<file path="config.mk">
export PLATFORM = sky130hd
export DESIGN_NAME = gpin_cos_port
export DESIGN_NICKNAME = d
export VERILOG_FILES = /design/src/rtl/gpin_pkg.sv /design/src/rtl/gpin_tick_div.sv /design/src/rtl/gpin_sync.sv /design/src/rtl/gpin_cos_det.sv /design/src/rtl/gpin_cos_port.sv
export SDC_FILE = /design/constraint.sdc
export NUM_CORES = 1
export LEC_CHECK = 0
export ABC_AREA = 1
export BUFFER_PORTS_ARGS = -buffer_cell sky130_fd_sc_hd__clkbuf_2
export CAP_MARGIN = 5
export CORE_MARGIN = 1.5
export CORE_UTILIZATION = 37
export DETAILED_ROUTE_END_ITERATION = 10
export SETUP_SLACK_MARGIN = 0.2
export SLEW_MARGIN = 20
export SYNTH_ARGS = -nofsm -noshare
export SYNTH_HDL_FRONTEND = slang
export SYNTH_SLANG_ARGS = --single-unit
</file>
<file path="constraint.sdc">
create_clock -name clk -period 1.73 [get_ports clk]
set_clock_uncertainty 0.2 [all_clocks]
set_input_delay 0.0865 -clock clk [delete_from_list [all_inputs] [get_ports clk]]
set_output_delay 0.0865 -clock clk [all_outputs]
set_load 0.03 [all_outputs]
</file>
<file path="src/rtl/gpin_pkg.sv">
// gpin_pkg: types shared by the input-port change detector.
// Assumes nothing beyond IEEE 1800-2017 packages.
package gpin_pkg;

    // Detector states. UNPRIMED waits for the first tick sample after reset.
    // STABLE means the debounced level matches the last sample.
    // PENDING means one tick has already seen a differing level.
    typedef enum logic [1:0] {
        CS_UNPRIMED = 2'd0,
        CS_STABLE   = 2'd1,
        CS_PENDING  = 2'd2
    } cos_state_e;

endpackage

</file>
<file path="src/rtl/gpin_tick_div.sv">
// gpin_tick_div: free-running divider.
// Asserts tick_o for one clock out of every DIV clocks.
// Assumes DIV >= 1. The first tick comes DIV clocks after reset is released.
module gpin_tick_div #(
    parameter int unsigned DIV = 96
) (
    input  logic clk,
    input  logic rst_n,
    output logic tick_o
);
    localparam int unsigned CW = (DIV > 1) ? $clog2(DIV) : 1;
    localparam logic [CW-1:0] LAST = CW'(DIV - 1);

    logic [CW-1:0] cnt_q;

    // Count from 0 to DIV-1, then wrap.
    always_ff @(posedge clk) begin
        if (!rst_n)
            cnt_q <= '0;
        else if (cnt_q == LAST)
            cnt_q <= '0;
        else
            cnt_q <= cnt_q + 1'b1;
    end

    assign tick_o = (cnt_q == LAST);

    generate
        if (DIV > 1) begin : g_spacing_chk

            tick_gap_chk: assert property (@(posedge clk) disable iff (!rst_n)
                tick_o |=> !tick_o);
        end
    endgenerate
endmodule

</file>
<file path="src/rtl/gpin_sync.sv">
// gpin_sync: two-flop synchroniser for a bus of independent asynchronous bits.
// Assumes the bits are unrelated, so no bus coherence is needed. Reset value is 0.
module gpin_sync #(
    parameter int unsigned W = 7
) (
    input  logic         clk,
    input  logic         rst_n,
    input  logic [W-1:0] async_i,
    output logic [W-1:0] sync_o
);
    logic [W-1:0] meta_q;
    logic [W-1:0] stab_q;

    // Two register stages for metastability settling.
    always_ff @(posedge clk) begin
        if (!rst_n) begin
            meta_q <= '0;
            stab_q <= '0;
        end else begin
            meta_q <= async_i;
            stab_q <= meta_q;
        end
    end

    assign sync_o = stab_q;
endmodule

</file>
<file path="src/rtl/gpin_cos_det.sv">
// gpin_cos_det: debounced change-of-state detector for one synchronised input.
// On a tick it compares the sample with the debounced level. It accepts a new
// level after two successive ticks see it, and it raises a sticky flag on
// acceptance. clr_i clears the flag, but an acceptance in the same clock wins.
// Assumes tick_i is a one-clock pulse and smp_i is already synchronised.
module gpin_cos_det
    import gpin_pkg::*;
(
    input  logic clk,
    input  logic rst_n,
    input  logic tick_i,
    input  logic smp_i,
    input  logic clr_i,
    output logic lvl_o,
    output logic delta_o
);
    cos_state_e state_q;
    logic       lvl_q;
    logic       delta_q;
    logic       accept;

    // The second successive tick that sees a differing level confirms the change.
    assign accept = tick_i && (state_q == CS_PENDING) && (smp_i != lvl_q);

    // Debounce state machine, advanced on ticks only.
    always_ff @(posedge clk) begin
        if (!rst_n) begin
            state_q <= CS_UNPRIMED;
            lvl_q   <= 1'b0;
        end else if (tick_i) begin
            unique case (state_q)
                CS_UNPRIMED: begin
                    lvl_q   <= smp_i;
                    state_q <= CS_STABLE;
                end
                CS_STABLE: begin
                    if (smp_i != lvl_q)
                        state_q <= CS_PENDING;
                end
                CS_PENDING: begin
                    if (smp_i != lvl_q)
                        lvl_q <= smp_i;
                    state_q <= CS_STABLE;
                end
                default: state_q <= CS_UNPRIMED;
            endcase
        end
    end

    // Sticky flag: set on acceptance, cleared by a read, set has priority.
    always_ff @(posedge clk) begin
        if (!rst_n)
            delta_q <= 1'b0;
        else
            delta_q <= accept | (delta_q & ~clr_i);
    end

    assign lvl_o   = lvl_q;
    assign delta_o = delta_q;


    lvl_on_tick_chk: assert property (@(posedge clk) disable iff (!rst_n)
        (lvl_q != $past(lvl_q)) |-> $past(tick_i));


    flag_on_tick_chk: assert property (@(posedge clk) disable iff (!rst_n)
        $rose(delta_q) |-> $past(tick_i));


    level_change_flags_chk: assert property (@(posedge clk) disable iff (!rst_n)
        (($past(state_q) != CS_UNPRIMED) && (lvl_q != $past(lvl_q))) |-> delta_q);


    flag_sticky_chk: assert property (@(posedge clk) disable iff (!rst_n)
        ($past(delta_q) && !$past(clr_i)) |-> delta_q);


    prime_no_flag_chk: assert property (@(posedge clk) disable iff (!rst_n)
        (($past(state_q) == CS_UNPRIMED) && !$past(delta_q)) |-> !delta_q);
endmodule

</file>
<file path="src/rtl/gpin_cos_port.sv">
// gpin_cos_port: seven-bit input port with debounced change flags on the low pins.
// Pins are synchronised and then sampled on a divided tick. N_COS detectors
// feed a change register that a read clears. The interrupt request is the
// enabled OR of the change flags.
// Assumes TICK_DIV >= 3, so that the first tick sees settled synchroniser
// outputs, and N_COS <= N_PINS.
module gpin_cos_port #(
    parameter int unsigned N_PINS   = 7,
    parameter int unsigned N_COS    = 4,
    parameter int unsigned TICK_DIV = 96
) (
    input  logic              clk,
    input  logic              rst_n,
    input  logic [N_PINS-1:0] pin_i,
    input  logic              chg_rd_i,
    input  logic              irq_en_i,
    output logic [N_PINS:0]   pins_rdata_o,
    output logic [2*N_COS-1:0] chg_rdata_o,
    output logic              irq_o
);
    logic              tick;
    logic [N_PINS-1:0] pin_s;
    logic [N_COS-1:0]  lvl;
    logic [N_COS-1:0]  delta;

    gpin_tick_div #(.DIV(TICK_DIV)) i_tick (
        .clk    (clk),
        .rst_n  (rst_n),
        .tick_o (tick)
    );

    gpin_sync #(.W(N_PINS)) i_sync (
        .clk     (clk),
        .rst_n   (rst_n),
        .async_i (pin_i),
        .sync_o  (pin_s)
    );

    // One detector per change-capable pin.
    generate
        for (genvar gi = 0; gi < N_COS; gi++) begin : g_det
            gpin_cos_det i_det (
                .clk     (clk),
                .rst_n   (rst_n),
                .tick_i  (tick),
                .smp_i   (pin_s[gi]),
                .clr_i   (chg_rd_i),
                .lvl_o   (lvl[gi]),
                .delta_o (delta[gi])
            );
        end
    endgenerate

    // Read paths and interrupt request.
    assign pins_rdata_o = {1'b1, pin_s};
    assign chg_rdata_o  = {delta, lvl};
    assign irq_o        = irq_en_i & (|delta);


    irq_needs_en_chk: assert property (@(posedge clk) disable iff (!rst_n)
        irq_o |-> irq_en_i);


    top_bit_one_chk: assert property (@(posedge clk) disable iff (!rst_n)
        pins_rdata_o[N_PINS]);
endmodule

</file>
==> impl_metrics.csv, run 1 <==
group,metric,value,unit
critical_path,regToRegSetupSlack,0.34,ns
grt,grt.overflow.total,0,
timing,rsz0062_at_grt,"no",
routing,wirelength,2.75,mm
clock_tree,ctsRootBufferMaster,"clkbuf_8",
layout,n_fill_cell,412,
layout,antenna_cells,0,
timing,hold_violations,0,
routing,num_vias,1257,
grt,grt_util_all_layers,13.5,%
routing,drc,0,
power,ir_drop,0.409,mV
synth,yosysTopAreaCellShare,46.3,%
outcome,outcome,"completed",
timing,fmax,704,MHz
timing,period_needed,1.42,ns
layout,final_common_cell,"nand2_1",
routing,dr.pass1.iters,4,
timing,whs,0.212,ns
floorplanning,die_width,68.8,um
clock_tree,cts_sinks,37,
synth,synth_warnings,0,
layout,nNetsFinal,251,
synth,synth.distinct_cells,23,
worst_hold_path,min_to,"i_sync.sync_o[2]$_SDFF_PN0_",
routing,viasPerCell,4.33,
grt,grt_pass1_vias,1152,
critical_path,critPathMaxFanout,3,
synth,yosysTopAreaCell,"dfxtp_1",
synth,ys_ff_latch,37,
critical_path,slowest_stage,"dfxtp_1",
worst_hold_path,hold_depth,2,
grt,grt_max_degree,20,
placement,place_area,1680,um^2
floorplanning,rows,23,
placement,post-place-ws,0.117,ns
layout,area_growth,20.6,%
floorplanning,ios,28,
clock_tree,clk_pin_slew,0.07,ns
layout,final_area,1930,um^2
critical_path,r2r_start,"i_tick.cnt_q[1]$_SDFF_PP0_",
synth,synth_nets,221,
clock_tree,cts_tree,"yes",
timing,setup_ws,0.310,ns
layout,final_util,47.2,%
critical_path,cp_top_family,"simple AND/OR/NAND/NOR gates",
timing,setup_violations,0,
grt,antenna_found_initial,0,
power,p_leak,0.978,nW
layout,drive_gt1_share,22.1,%
critical_path,crit_start,"g_det[0].i_det.delta_o$_SDFF_PN0_",
synth,synthCells,209,
layout,seq_area,743,um^2
critical_path,r2r_cells,6,
critical_path,endpoint_kind,"output port",
clock_tree,clock_path_buffers,2,
grt,grt_pass1_wl,4.56,mm
critical_path,path_cells,"nor4_1, nor2_1, clkbuf_2",
critical_path,crit_type,"reg2out",
placement,place_hpwl,1.81,mm
routing,drt_iter0_markers,47,
synth,synth.cell_area,1600,um^2
critical_path,arrival,1.13,ns
floorplanning,die_h,68.8,um
floorplanning,core,4090,um^2
clock_tree,insertion_delay,0.29,ns
clock_tree,htreeDepth,2,
synth,synth_area_leaders,"dfxtp_1, nand2_1, inv_1",
placement,gp_congestion,0.725,
timing,timing.final.crit_share,82.1,%
timing,slew_viol_final,0,
worst_hold_path,hold_start,"i_sync.meta_q[2]$_SDFF_PN0_",
critical_path,max_stage_delay,0.32,ns
power,power.density,908,nW/um^2
job,cap_violations,0,
critical_path,r2r_end,"i_tick.cnt_q[5]$_SDFF_PP0_",
worst_hold_path,hold_class,"reg2reg",
critical_path,worstPathRequired,1.44,ns
synth,avgSynthCellArea,7.66,um^2
routing,antenna_left,0,
floorplanning,initial_core_util,39.2,%
synth,ys_seq_area_share,46.3,%
timing,fin_tns_setup,0,ns
clock_tree,cts_buffers,5,
layout,layout_common_cells,"nand2_1, dfxtp_1, inv_1",
routing,wl_per_cell,9.49,um
layout,multi_input_area,631,um^2
critical_path,cp.buffers_inverters,1,
critical_path,worstSetupStartpointType,"flip-flop",
floorplanning,die_area,4730,um^2
placement,portBuffers,26,
## cell families (layout without fill, tap and decap cells)
logic type,Yosys count,after routing,share of synthesized area [%]
simple gates,98,99,29.1
other cells,1,1,0.234
compound gates,19,19,6.72
fa+ha+maj,1,1,0.782
flops,37,37,46.3
xor+xnor,2,2,1.09
buf+inv,51,81,15.8
## registers in the layout, summed over array words and instances, names as in the netlist
register / count
g_det.i_det.state_q: 8
g_det.i_det.lvl_o: 4
i_sync.sync_o: 7
i_sync.meta_q: 7
i_tick.cnt_q: 7
g_det.i_det.delta_o: 4
## worst max path at each step
stage	slack, ns	cells after the start	to
floorplan	0.28	7	g_det[1].i_det.state_q[0]$_SDFFE_PN0P_
global placement	0.14	6	i_tick.cnt_q[5]$_SDFF_PP0_
detailed placement	0.12	6	i_tick.cnt_q[5]$_SDFF_PP0_
CTS	0.21	6	g_det[3].i_det.state_q[0]$_SDFFE_PN0P_
global route	0.21	3	irq_o
finish	0.31	3	irq_o
## final cells by class
type                    count  area share (%)
flip-flops and latches     37            38.5
multi-input cells         122            32.7
repair buffers             39            13.0
inverters                  34            6.61
clock buffers               7            4.47
well taps                  50            3.24
clock inverters             1            1.56
## repair_timing
item,CTS,global route
hold buffers,9,0
hold endpoints to repair,12,0
pin swaps,2,2
setup buffers,1,1
gates cloned,1,0
setup endpoints to repair,15,19
gates resized for setup,1,3
## metrics by stage
stage | power, mW | cells
CTS | 1.77 | 289
global placement | 0.985 | 270
finish | 1.75 | 290
global route | 1.82 | 290
floorplan | 0.963 | 209
detailed placement | 0.986 | 270
## where the power goes
part           internal [mW]  switching, mW  leakage (nW)
combinational         0.0428         0.0573         0.617
clock                  0.470          0.296        0.0585
sequential             0.874         0.0132         0.302
total                   1.39          0.367         0.978
## layer usage
| layer | track usage (%) | share of wire [%] | up-vias |
|---|---|---|---|
| met2 | 22.1 | 46 | 32 |
| met5 | 0 | 0 | - |
| met1 | 14.8 | 46 | 536 |
| li1 | - | - | 680 |
| met3 | 4.38 | 5.8 | 9 |
| met4 | 8.82 | 2.8 | 0 |
## cell usage after synthesis (all sizes together)
cell type / n
buf: 17
nor2: 22
inv: 34
nand3: 10
nand4: 1
a31oi: 1
a21oi: 13
xor2: 2
dfxtp: 37
nor3: 1
conb: 1
nand3b: 3
ha: 1
nand2: 60
nor4: 1
o21ai: 5
## tightest hold or removal path, stage by stage, from the launching register on
cell and delay [ns]:
dfxtp_1 0.31, nand2_1 0.04, inv_1 0.04
(Power assumes the default switching activity.)
==> run 2, diff against run 1 <==
ABC_AREA = 0   (was 1)
clock period = 1.2 ns   (was 1.73 ns; I/O delays follow)
==> impl_metrics.csv, run 2 <==
group,metric,value,unit
outcome,outcome,"finished with violations",
outcome,violations,"setup timing",
timing,relSlewSlack,65.1,%
clock_tree,htreeDepth,2,
layout,multi_input_area,733,um^2
layout,final_common_cell,"buf_4",
routing,dr.pass1.iters,4,
clock_tree,insertion_delay,0.29,ns
timing,setup_violations,24,
synth,synth_warnings,0,
power,combPwrFrac,8.5,%
timing,hold_violations,0,
grt,grt.overflow.total,0,
clock_tree,ctsRootBufferMaster,"clkbuf_8",
layout,layout_common_cells,"buf_4, dfxtp_2, dfxtp_1",
floorplanning,initial_core_util,38.5,%
power,switching_share,24.2,%
clock_tree,cts_tree,"yes",
critical_path,crit_type,"reg2reg",
synth,ys_ff_latch,37,
synth,ys_async_sr_fraction,0,%
critical_path,critPathMaxFanout,5,
floorplanning,die_h,67.3,um
grt,grt_util_all_layers,17.7,%
floorplanning,core,3970,um^2
routing,drt_iter0_markers,45,
timing,fmax,671,MHz
job,cap_violations,0,
power,p_switching,0.569,mW
routing,viasPerCell,5.00,
grt,grt_max_degree,25,
power,totalPowerFinal,2.35,mW
synth,avgSynthCellArea,10.2,um^2
synth,yosys-top-cells-count,"dfxtp_1, and2_1, buf_4, o21ai_0",
floorplanning,die_width,67.3,um
clock_tree,cts_sinks,37,
placement,gp_congestion,0.756,
timing,rsz0062_at_grt,"yes",
timing,timing.final.crit_share,124,%
power,clock_power_share,37.1,%
layout,final_util,58.9,%
clock_tree,cts_buffers,5,
synth,synth_flop_cell,"dfxtp_1",
placement,portBuffers,26,
synth,yosysTopAreaCell,"dfxtp_1",
clock_tree,clock_path_buffers,2,
power,p_leak,0.995,nW
layout,nNetsFinal,217,
layout,largest_reg_flops,8,
layout,area_growth,53.2,%
synth,synth-edff-count,0,
placement,dp.cells,230,
critical_path,worstPathRequired,1.18,ns
synth,yosysMostFrequentCell,"dfxtp_1",
worst_hold_path,hold_class,"in2reg",
routing,wl_per_cell,13.7,um
floorplanning,rows,23,
floorplanning,ios,28,
synth,synth.distinct_cells,37,
timing,setup_ws,-0.289,ns
layout,largest-register,"g_det.i_det.state_q",
grt,grt_pass1_wl,5.78,mm
timing,tightest_slew,0.523,ns
synth,synthCells,150,
grt,grt_pass1_vias,1230,
routing,num_vias,1279,
power,power.density,1000,nW/um^2
timing,slew_viol_final,0,
routing,wirelength,3.51,mm
layout,stdcell_count,256,
power,p_int,1.78,mW
layout,antenna_cells,0,
timing,period_needed,1.49,ns
power,p_seq_share,54.5,%
synth,ys_seq_area_share,48.5,%
critical_path,worstSetupStartpointType,"flip-flop",
critical_path,arrival,1.47,ns
routing,antenna_left,0,
routing,drc,0,
synth,synth.cell_area,1530,um^2
synth,synth_area_leaders,"dfxtp_1, buf_4, and2_1",
grt,antenna_found_initial,0,
synth,synth_nets,162,
layout,seq_area,766,um^2
layout,drive_gt1_share,51.0,%
synth,yosysTopAreaCellShare,48.5,%
placement,place_hpwl,2.23,mm
clock_tree,clk_pin_slew,0.07,ns
layout,n_fill_cell,333,
critical_path,endpoint_kind,"flip-flop",
power,ir_drop,0.893,mV
floorplanning,die_area,4520,um^2
## run 2: changes by cell type in the layout (fill, tap and decap cells not counted), sizes merged, moves of 9 or more
cell | previous run | this run
buf | 4 | 49
inv | 34 | 3
nor2 | 23 | 5
a21oi | 13 | 4
and2 | 0 | 14
nand2 | 60 | 6
clkbuf | 33 | 18
## run 2: cell type report
| class | instances | share of cell area [%] |
|---|---|---|
| flip-flops and latches | 37 | 32.7 |
| multi-input cells | 89 | 31.3 |
| repair buffers | 69 | 29.1 |
| clock buffers | 6 | 3.10 |
| well taps | 50 | 2.67 |
| clock inverters | 2 | 0.641 |
| inverters | 3 | 0.481 |
## run 2: critical path, cell delays in order (launching register included)
cell	delay, ns
dfxtp_2	0.36
ha_4	0.16
and4_4	0.24
buf_8	0.14
a31oi_4	0.07
a41o_1	0.21
## run 2: through the flow
step / TNS, ns / worst slack (ns) / cell area, um^2 / hold slack, ns
2_1_floorplan: -2.83 / -0.203 / 1550 / -0.0127
3_3_place_gp: -4.28 / -0.264 / 1780 / 0.0672
3_5_place_dp: -5.00 / -0.319 / 1780 / 0.0707
4_1_cts: -4.56 / -0.271 / 2250 / 0.118
5_1_grt: -6.01 / -0.318 / 2340 / 0.173
6_report: -5.01 / -0.289 / 2340 / 0.138
## run 2: worst paths after layout
check / start / end / slack (ns) / cells past startpoint
min reg2reg: i_sync.meta_q[2]$_SDFF_PN0_ / i_sync.sync_o[2]$_SDFF_PN0_ / 0.23 / 1
max: i_tick.cnt_q[1]$_SDFF_PP0_ / g_det[1].i_det.lvl_o$_SDFFE_PN0P_ / -0.29 / 5
min: rst_n / i_tick.cnt_q[0]$_SDFF_PP0_ / 0.14 / 3
max reg2reg: i_tick.cnt_q[1]$_SDFF_PP0_ / g_det[1].i_det.lvl_o$_SDFFE_PN0P_ / -0.29 / 5
## run 2: kinds of logic after synthesis
| group | count (synthesis) | synth area share [%] |
|---|---|---|
| compound gates | 31 | 15.3 |
| xor+xnor | 7 | 4.01 |
| fa+ha+maj | 1 | 0.819 |
| buf+inv | 24 | 10.3 |
| flops | 37 | 48.5 |
| mux | 1 | 0.655 |
| other cells | 1 | 0.245 |
| simple gates | 48 | 20.1 |
## run 2: power by group through the flow
stage	registers (mW)	logic [mW]	clock network [mW]
4_1_cts	1.28	0.190	0.892
3_5_place_dp	1.30	0.138	0
5_1_grt	1.28	0.215	0.953
2_1_floorplan	1.31	0.0789	0
6_report	1.28	0.199	0.871
3_3_place_gp	1.30	0.134	0
## run 2: repair_timing
action                                  in CTS  in global routing
pin swaps                                    9                  5
endpoints found under the setup margin      39                 39
setup buffers                                6                  3
hold buffers                                 8                  0
endpoints found under the hold margin       11                  0
resized for setup                           74                 24
gates cloned                                 1                  0
## run 2: metal layers
layer | track usage [%] | vias up | routed length (um)
met5 | 0 | - | 0
met4 | 7.65 | 0 | 60
met3 | 5.83 | 5 | 165
met2 | 30.0 | 34 | 1790
met1 | 20.4 | 608 | 1500
li1 | - | 632 | -
